==> config.mk <==
export PLATFORM = sky130hd
export DESIGN_NAME = charge_accum
export DESIGN_NICKNAME = d
export VERILOG_FILES = /design/src/rtl/charge_accum_pkg.sv /design/src/rtl/charge_accum_ctrl.sv /design/src/rtl/charge_accum_lfsr.sv /design/src/rtl/charge_accum_datapath.sv /design/src/rtl/charge_accum.sv
export SDC_FILE = /design/constraint.sdc
export NUM_CORES = 1
export LEC_CHECK = 0
export BUFFER_PORTS_ARGS = -buffer_cell sky130_fd_sc_hd__buf_2
export CORE_MARGIN = 2
export CORE_UTILIZATION = 68
export DETAILED_ROUTE_END_ITERATION = 10
export PLACE_DENSITY = 0.94
export REMOVE_ABC_BUFFERS = 1
export SETUP_SLACK_MARGIN = 0.4
export SLEW_MARGIN = 20
export SYNTH_ARGS = -nofsm -noshare
export SYNTH_HDL_FRONTEND = slang
export SYNTH_SLANG_ARGS = --single-unit
==> constraint.sdc <==
create_clock -name clk -period 17 [get_ports clk]
set_input_delay 2.55 -clock clk [delete_from_list [all_inputs] [get_ports clk]]
set_output_delay 2.55 -clock clk [all_outputs]
set_load 0.02 [all_outputs]
==> src/rtl/charge_accum_pkg.sv <==
package charge_accum_pkg;

  typedef enum logic [1:0] {
    ADDR_CTRL   = 2'd0,
    ADDR_SCALE  = 2'd1,
    ADDR_OFFSET = 2'd2
  } ccAddr_e;

  localparam int BIT_RUN  = 0;
  localparam int BIT_CLR  = 1;
  localparam int BIT_CAL  = 2;
  localparam int BIT_NCOR = 3;
  localparam int BIT_DITH = 4;

  // strobes from control to datapath
  typedef struct packed {
    logic clear;  // hold accumulation state at zero
    logic run;    // stepping allowed this cycle
    logic take;   // fold the current delta in
    logic corr;   // subtract the offset word
    logic dith;   // add the LFSR dither
  } ccStrobe_t;

endpackage

==> src/rtl/charge_accum_ctrl.sv <==
module charge_accum_ctrl
  import charge_accum_pkg::*;
#(
  parameter int DATA_W       = 16,
  parameter int SCALE_W      = 15,
  parameter int CLEAR_CYCLES = 4000,
  parameter int SCALE_INIT   = 2621
) (
  input  logic                     clk,
  input  logic                     rstN,
  input  logic                     wrEn,
  input  logic [1:0]               wrAddr,
  input  logic [DATA_W-1:0]        wrData,
  input  logic                     adcValid,
  output ccStrobe_t                strobe,
  output logic [SCALE_W-1:0]       scale,
  output logic signed [DATA_W-1:0] offset,
  output logic [4:0]               ctrlStat
);

  localparam int TMR_W = $clog2(CLEAR_CYCLES + 1);
  localparam logic [TMR_W-1:0] TMR_LOAD = TMR_W'(CLEAR_CYCLES - 1);

  logic             runBit, calBit, corrOff, dithBit, busy;
  logic [TMR_W-1:0] tmr;

  always_ff @(posedge clk or negedge rstN) begin
    if (!rstN) begin
      runBit  <= 1'b0;
      calBit  <= 1'b0;
      corrOff <= 1'b0;
      dithBit <= 1'b0;
      busy    <= 1'b0;
      tmr     <= '0;
      scale   <= SCALE_W'(SCALE_INIT);
      offset  <= '0;
    end else begin
      if (busy) begin
        if (tmr == '0) busy <= 1'b0;
        else           tmr  <= tmr - 1'b1;
      end
      if (wrEn) begin
        case (ccAddr_e'(wrAddr))
          ADDR_CTRL: begin
            runBit  <= wrData[BIT_RUN];
            calBit  <= wrData[BIT_CAL];
            corrOff <= wrData[BIT_NCOR];
            dithBit <= wrData[BIT_DITH];
            if (wrData[BIT_CLR]) begin
              busy <= 1'b1;
              tmr  <= TMR_LOAD;
            end
          end
          ADDR_SCALE:  scale  <= wrData[SCALE_W-1:0];
          ADDR_OFFSET: offset <= wrData;
          default: ;
        endcase
      end
    end
  end

  always_comb begin
    strobe.clear = busy;
    strobe.run   = runBit & ~busy;
    strobe.take  = adcValid & runBit & ~busy;
    strobe.corr  = ~corrOff;
    strobe.dith  = dithBit & ~corrOff;
  end

  assign ctrlStat = {dithBit, corrOff, calBit, busy, runBit};

endmodule

==> src/rtl/charge_accum_lfsr.sv <==
module charge_accum_lfsr #(
  parameter int           W    = 16,
  parameter logic [W-1:0] TAPS = 16'hB400,
  parameter logic [W-1:0] SEED = 16'hACE1
) (
  input  logic         clk,
  input  logic         rstN,
  input  logic         clear,
  input  logic         advance,
  output logic [W-1:0] state
);

  always_ff @(posedge clk or negedge rstN) begin
    if (!rstN)        state <= SEED;
    else if (clear)   state <= SEED;
    else if (advance) state <= (state >> 1) ^ (state[0] ? TAPS : '0);
  end

endmodule

==> src/rtl/charge_accum_datapath.sv <==
module charge_accum_datapath
  import charge_accum_pkg::*;
#(
  parameter int DATA_W  = 16,
  parameter int CNT_W   = 16,
  parameter int SCALE_W = 15,
  parameter int RES_W   = 32
) (
  input  logic                     clk,
  input  logic                     rstN,
  input  ccStrobe_t                strobe,
  input  logic signed [DATA_W-1:0] adcDelta,
  input  logic [SCALE_W-1:0]       scale,
  input  logic signed [DATA_W-1:0] offset,
  output logic [CNT_W-1:0]         ccOut
);

  localparam int COR_W = DATA_W + 2;

  logic [15:0]              lfsr;
  logic [SCALE_W-1:0]       scaleNz;
  logic signed [RES_W-1:0]  effScale, residue, sum;
  logic signed [COR_W-1:0]  deltaX, offX, corrected, dithered;

  charge_accum_lfsr #(.W(16)) u_lfsr (
    .clk     (clk),
    .rstN    (rstN),
    .clear   (strobe.clear),
    .advance (strobe.take & strobe.dith),
    .state   (lfsr)
  );

  always_comb begin
    scaleNz   = (scale == '0) ? SCALE_W'(1) : scale;
    effScale  = $signed({{(RES_W - SCALE_W){1'b0}}, scaleNz});
    deltaX    = {{2{adcDelta[DATA_W-1]}}, adcDelta};
    offX      = {{2{offset[DATA_W-1]}}, offset};
    corrected = strobe.corr ? (deltaX - offX) : deltaX;
    if (strobe.dith)
      dithered = lfsr[0] ? (corrected + COR_W'(1)) : (corrected - COR_W'(1));
    else
      dithered = corrected;
    sum = residue;
    if (strobe.take)
      sum = residue + $signed({{(RES_W - COR_W){dithered[COR_W-1]}}, dithered});
  end

  always_ff @(posedge clk or negedge rstN) begin
    if (!rstN) begin
      residue <= '0;
      ccOut   <= '0;
    end else if (strobe.clear) begin
      residue <= '0;
      ccOut   <= '0;
    end else if (strobe.run) begin
      if (sum >= effScale) begin
        ccOut   <= ccOut + 1'b1;
        residue <= sum - effScale;
      end else if (sum <= -effScale) begin
        ccOut   <= ccOut - 1'b1;
        residue <= sum + effScale;
      end else begin
        residue <= sum;
      end
    end
  end

endmodule

==> src/rtl/charge_accum.sv <==
module charge_accum
  import charge_accum_pkg::*;
#(
  parameter int DATA_W       = 16,
  parameter int CNT_W        = 16,
  parameter int SCALE_W      = 15,
  parameter int RES_W        = 32,
  parameter int CLEAR_CYCLES = 4000,
  parameter int SCALE_INIT   = 2621
) (
  input  logic              clk,
  input  logic              rstN,
  input  logic              wrEn,
  input  logic [1:0]        wrAddr,
  input  logic [DATA_W-1:0] wrData,
  input  logic              adcValid,
  input  logic [DATA_W-1:0] adcDelta,
  output logic [CNT_W-1:0]  ccOut,
  output logic [4:0]        ctrlStat
);

  ccStrobe_t                strobe;
  logic [SCALE_W-1:0]       scale;
  logic signed [DATA_W-1:0] offset;

  charge_accum_ctrl #(
    .DATA_W(DATA_W), .SCALE_W(SCALE_W),
    .CLEAR_CYCLES(CLEAR_CYCLES), .SCALE_INIT(SCALE_INIT)
  ) u_ctrl (
    .clk(clk), .rstN(rstN), .wrEn(wrEn), .wrAddr(wrAddr), .wrData(wrData),
    .adcValid(adcValid), .strobe(strobe), .scale(scale), .offset(offset),
    .ctrlStat(ctrlStat)
  );

  charge_accum_datapath #(
    .DATA_W(DATA_W), .CNT_W(CNT_W), .SCALE_W(SCALE_W), .RES_W(RES_W)
  ) u_dp (
    .clk(clk), .rstN(rstN), .strobe(strobe), .adcDelta($signed(adcDelta)),
    .scale(scale), .offset(offset), .ccOut(ccOut)
  );

endmodule

==> results.md, run 1 <==
* Share of layout cells above drive strength 1 at 0.0996
* Crit path max fanout at 40
* Setup slack after layout at 3.05 ns
* Met1 Resource Use GR at 0.463
* Place WS at 3.34 ns
* Initial antenna violation count at 0
* Met2 Use GR at 0.608
* Final Skew at 0.0140 ns
* Number of vias per cell at 6.92
* Arr. time, crit path at 14.19 ns
* Post-DP Area at 13200 µm²
* Switching part of the total at 0.432
* Largest net degree at the start of global routing at 82
* GR Util met3 at 0.0584
* Fin Setup TNS at 0 ns
* Synth area leader: dfrtp_1
* Starting DRT DRC Count at 1386
* Chip Width at 141 µm
* Cell Area, Synth at 12900 µm²
* Yosys top cell area share at 0.189
* Total clock sinks at 112
* Nets at 1848
* Post-Syn Area per Cell at 7.72 µm²
* Largest cells by area after synthesis: dfrtp_1 19%, ha_1 14%, nand2_1 5.5%, a21oi_1 5.0%, xnor2_1 4.0%
* Most frequent cells in the layout: 188 x nand2_1, 142 x ha_1, 128 x a21oi_1
* Post-synth EDFFs at 0
* Min cycle time layout at 13.95 ns
* Worst VDD drop at 74.2 µV
* Net switching power at 437 µW
* Synth Flop Type: dfrtp_1
* Most common cell after layout, fill and taps aside: nand2_1
* Row count at 50
* Crit-path slowest cell: o21ai_0
* Combinational power share at 0.446
* Setup violations, final at 0
* RSZ-0062 raised after global routing: no
* TritonCTS buffer count at 9
* PD cells at 74.5 nW/µm²
* Final ANT Viol Nets at 0
* Die Area at 20000 µm²
* Leakage power at 0.00613 µW
* Final Hold Fails at 0
* CTS tree: done
* Critical path type: input pin to register
* Vias at 13200
* Post-synthesis sequential area ratio at 0.219
* H-tree Lvls at 3
* Internal at 573 µW
* Cells after synthesis at 1666
* Crit start category: input pin
* Total Routed Length at 37900 µm
* DR WL/cell at 20.0 µm
* Hold/Removal Path Class: register to register
* Asr flop ratio synth at 1.00
* Initial Utilization at 0.690
* Clock-pin slew on the worst setup and hold paths at 0.09 ns
* Overflow left after global routing at 0
* DRC at 0
* Final Cycle Share at 0.821
* Final Max Slew Viols at 0
* Worst setup EP type: register
* DRT Pass-1 Iters at 6
* GRT Max-Usage Layer: met2
* Core box area at 18600 µm²
* Critical path's top delay family: compound AO/OA/AOI/OAI gates
* Placer congestion estimate at 1.02
* Netlist cell types at 85
* CP dominant cell by count: o21ai_0
* Max_cap viols at 0
* Post-detail-place hpwl at 28000 µm
* Clk pwr share at 0.231
* Slew headroom at 0.182
* Post-CTS setup buffers at 0
* Max Clock Freq at 71.7 MHz
* Worst-Margin Slew at 1.23 ns
* CP required at 17.24 ns
* Hold-fix buffers, CTS at 0
* GRT Util Overall at 0.373
* Die Y at 141 µm
* Clk root buf: clkbuf_16
* Post-layout util at 0.727
* Ys Warns at 0
* CP bufs+invs at 4
* I/O Buffers at 58
* Crit-path max cell delay at 0.68 ns
* Sequential power share at 0.322
* Fin area at 13600 µm²
* First-pass GRT wire length at 60700 µm
* Vias in the first global route at 12600
* Outcome: completed
* Deepest clock path buffer count at 2
* Post-CTS sizing at 0
* Area growth syn-to-layout at 5.46%
* I/O pins at 59
* Worst-skew pair later-pin latency at 0.38 ns
* Synth Register Bits at 112
-- stage by stage --
stage	total power, µW	hold slack, ns	cells
final	1010	0.493	1902
after global routing	1060	0.518	1901
after CTS	999	0.497	1901
after detailed placement	762	0.477	1885
after global placement	739	0.470	1885
after floorplan	650	0.451	1581
-- layout make-up --
type | count | area, µm²
Timing Repair Buffer | 70 | 387
Tap cell | 234 | 293
Multi-Input combinational cell | 1376 | 9390
Sequential cell | 112 | 2820
Inverter | 93 | 349
Fill cell | 1397 | 5090
Antenna cell | 1 | 2.50
Clock buffer | 9 | 225
Clock inverter | 7 | 91.3
-- power by group through the flow --
stage	Sequential (µW)	Clock, µW	Combinational (µW)
after floorplan	321	0	329
after global routing	328	244	494
after detailed placement	329	0	434
after CTS	324	235	439
after global placement	326	0	413
final	326	234	451
-- tightest hold or removal path, stage by stage (launching register included) --
cell and delay [ns]:
dfrtp_1 0.35, nand2_1 0.05, o21ai_0 0.06
-- flip-flops by register name, summed over array words and instances, names as in the netlist --
| signal | flops |
|---|---|
| u_ctrl.corrOff | 1 |
| u_dp.residue | 32 |
| u_ctrl.calBit | 1 |
| u_ctrl.tmr | 12 |
| u_ctrl.offset | 16 |
| u_dp.u_lfsr.state | 16 |
| u_ctrl.scale | 15 |
| u_ctrl.busy | 1 |
| u_ctrl.runBit | 1 |
| u_dp.ccOut | 16 |
| u_ctrl.dithBit | 1 |
-- final timing paths --
kind / from / endpoint / slack, ns / depth (start not counted)
max: adcDelta[0] / u_dp.ccOut[14] / 3.05 / 47
min: u_dp.u_lfsr.state[3] / u_dp.u_lfsr.state[2] / 0.49 / 2
max reg2reg: u_ctrl.offset[0] / u_dp.ccOut[14] / 4.91 / 45
min reg2reg: u_dp.u_lfsr.state[3] / u_dp.u_lfsr.state[2] / 0.49 / 2
max in group asynchronous: rstN / u_ctrl.corrOff / 13.76 / 2
min in group asynchronous: rstN / u_dp.ccOut[6] / 2.12 / 1
-- cells by family after synthesis --
group,Yosys count,synth area share
adders and majority gates,148,0.148
DFF,112,0.219
buffers and inverters,184,0.0555
AOI/OAI and AO/OA,488,0.250
and+or+nand+nor,601,0.229
xor gates and xnor gates,85,0.0579
muxes,47,0.0402
other,1,0.000292
-- cells in the mapped netlist, types with 11 or more instances --
library cell / count
nand2_1: 189
ha_1: 142
a21oi_1: 129
nor2_1: 121
o21ai_0: 99
dfrtp_1: 97
inv_1: 91
clkbuf_1: 78
xnor2_1: 58
nor3_1: 49
nand3_1: 45
mux2_2: 37
a21o_1: 32
nand2b_1: 29
or3_1: 28
xor2_1: 27
nand4_1: 26
o21ai_1: 24
nor2b_1: 21
o211ai_1: 19
o31ai_1: 18
nor4_1: 17
and2_1: 16
and3_1: 15
dfstp_2: 15
a211oi_1: 14
a31oi_1: 14
o21a_1: 14
a211o_1: 12
o21bai_1: 11
or4_1: 11
-- routing by layer --
| metal | vias up | routed length, µm |
|---|---|---|
| met4 | 0 | 2170 |
| li1 | 6071 | - |
| met1 | 6117 | 14700 |
| met5 | - | 0 |
| met2 | 774 | 17700 |
| met3 | 195 | 3330 |
Note: power is estimated with default switching activity, not from simulation.
==> run 2: changes to the inputs <==
--- a/config.mk
+++ b/config.mk
@@ -7,9 +7,9 @@
 export LEC_CHECK = 0
 export BUFFER_PORTS_ARGS = -buffer_cell sky130_fd_sc_hd__buf_2
 export CORE_MARGIN = 2
-export CORE_UTILIZATION = 68
+export CORE_UTILIZATION = 58
 export DETAILED_ROUTE_END_ITERATION = 10
-export PLACE_DENSITY = 0.94
+export PLACE_DENSITY = 0.86
 export REMOVE_ABC_BUFFERS = 1
 export SETUP_SLACK_MARGIN = 0.4
 export SLEW_MARGIN = 20
==> constraint.sdc (replaced) <==
create_clock -name clk -period 12.5 [get_ports clk]
set_input_delay 1.875 -clock clk [delete_from_list [all_inputs] [get_ports clk]]
set_output_delay 1.875 -clock clk [all_outputs]
set_load 0.02 [all_outputs]
==> run 2 against run 1 <==
Compared with the run above: via count fell by 1.4%; non-clock buffer count grew 12; total power increased by 36%; global-route usage down 6.6 points; worst setup slack worse by 2.1 ns; register-to-register slack got worse by 2.7 ns; cell count grew 3.0%; flip-flop and latch count did not move; highest routed layer unchanged; core utilization is 9.5 points lower; largest power group unchanged; largest cell class unchanged; critical path depth shrank 6; critical path type unchanged; clock power rose by 36%.
==> results.md, run 2 (synthesized netlist as in run 1, its figures left out) <==
* Die Y at 153 µm
* Reg-to-Reg End: u_dp.residue[16]
* Total Routed Length at 37300 µm
* Critical path type: input pin to register
* Share of layout cells above drive strength 1 at 0.110
* Die Area at 23400 µm²
* Hold/Removal Path Class: register to register
* Initial Utilization at 0.591
* First-pass GRT wire length at 59800 µm
* Core box area at 21800 µm²
* Placed cells at 1938
* Area growth syn-to-layout at 7.01%
* Max Clock Freq at 86.8 MHz
* Vias at 13000
* Total clock sinks at 112
* Final Hold Fails at 0
* TritonCTS buffer count at 9
* Final Max Slew Viols at 0
* Crit-path slowest cell: or3_1
* Largest net degree at the start of global routing at 80
* Clock-pin slew on the worst setup and hold paths at 0.09 ns
* Final hold slack at 0.497 ns
* Chip Width at 153 µm
* Worst setup EP type: register
* Fin area at 13800 µm²
* Post-detail-place hpwl at 27800 µm
* RSZ-0062 raised after global routing: yes
* Final Skew at 0.0172 ns
* Initial antenna violation count at 0
* Deepest clock path buffer count at 2
* CP dominant cell by count: o21ai_0
* Worst reg-to-reg setup slack at 2.17 ns
* Most frequent cells in the layout: 188 x nand2_1, 141 x ha_1, 125 x a21oi_1
* Hold Startpoint: u_dp.u_lfsr.state[1]
* Fillers at 1872
* I/O Buffers at 58
* DRT Pass-1 Iters at 6
* Row count at 54
* Max reg flops at 32
* Overflow left after global routing at 0
* DR WL/cell at 19.0 µm
* Final ANT Viol Nets at 0
* Area of the multi-input gates at 9440 µm²
* Beginning of the worst register-to-register path: u_ctrl.offset[0]
* Outcome: completed
* Starting DRT DRC Count at 1212
* Worst-Margin Slew at 1.10 ns
* Leakage power at 0.00620 µW
* PD cells at 99.7 nW/µm²
* Largest reg by FF count: u_dp.residue
* Clk root buf: clkbuf_16
* Crit path max fanout at 15
* Finished Layout Cells at 1959
* GRT Util Overall at 0.306
* DRC at 0
* Hold-fix buffers, CTS at 0
* I/O pins at 59
* Most common cell after layout, fill and taps aside: nand2_1
* Placer congestion estimate at 0.984
* Crit path capture: u_dp.residue[16]
* Number of vias per cell at 6.62
* Worst-skew pair later-pin latency at 0.37 ns
* Worst VDD drop at 92.5 µV
* Fin Setup TNS at 0 ns
* H-tree Lvls at 3
* Slew headroom at 0.268
* Reg2reg path depth at 39
* Reg area at 2820 µm²
* Vias in the first global route at 12300
* Min cycle time layout at 11.52 ns
* Final Cycle Share at 0.922
* CP required at 12.81 ns
* Nets at 1860
* Crit start category: input pin
* Setup violations, final at 0
* Max_cap viols at 0
* CTS tree: done
* Arr. time, crit path at 11.83 ns
* Crit-path max cell delay at 0.52 ns
* Inserted Diodes at 0
* Post-DP Area at 13300 µm²
* Worst setup path start: adcDelta[0]
[run 2: cell count changes in the layout (fill, tap and decap cells not counted), sizes merged]
cell,before,now
diode,1,0
buf,70,82
[run 2: metrics by stage]
step / util / total power (µW) / setup WS [ns]
4_1_cts: 0.627 / 1360 / 0.770
6_report: 0.632 / 1370 / 0.981
3_5_place_dp: 0.612 / 1040 / 0.506
2_1_floorplan: - / 884 / 0.303
5_1_grt: 0.632 / 1460 / 0.311
3_3_place_gp: 0.612 / 1010 / 0.904
[run 2: how the worst min path moves through the flow]
stage	to	slack [ns]	cells past startpoint
4_1_cts	u_dp.u_lfsr.state[0]	0.50	1
5_1_grt	u_dp.u_lfsr.state[7]	0.51	1
2_1_floorplan	u_dp.u_lfsr.state[1]	0.45	2
3_3_place_gp	u_dp.u_lfsr.state[0]	0.47	1
6_report	u_dp.u_lfsr.state[0]	0.50	1
3_5_place_dp	u_dp.u_lfsr.state[0]	0.48	1
[run 2: cell type report]
| class | count | share of cell area |
|---|---|---|
| sequential | 112 | 0.205 |
| clock buffer | 9 | 0.0164 |
| timing repair buffer | 82 | 0.0347 |
| tap | 280 | 0.0255 |
| multi-input combinational | 1376 | 0.686 |
| inverter | 93 | 0.0254 |
| clock inverter | 7 | 0.00700 |
[run 2: worst max-delay path, delay by kind of cell]
family	cells	cell delay, ns
AO/OA/AOI/OAI	18	4.59
AND/OR/NAND/NOR	11	2.42
adder cells (fa/ha/maj)	5	1.81
XOR/XNOR	4	0.92
buffers and inverters	3	0.21
[run 2: report_power, final]
part	switching, µW	leakage [µW]	internal [µW]
Sequential	38.6	0.00141	398
Clock	171	0.000156	147
Combinational	380	0.00464	237
[run 2: repair_timing]
| item | in CTS | in global routing |
|---|---|---|
| resized for setup | 0 | 19 |
| setup endpoints to repair | 0 | 42 |
| buffers inserted | 0 | 5 |
[run 2: layer usage]
layer / part of all wire / global-route usage / vias to the layer above
li1: - / - / 6087
met1: 0.40 / 0.384 / 6117
met2: 0.47 / 0.523 / 622
met3: 0.081 / 0.0493 / 142
met4: 0.046 / 0.134 / 0
met5: 0 / 0 / -
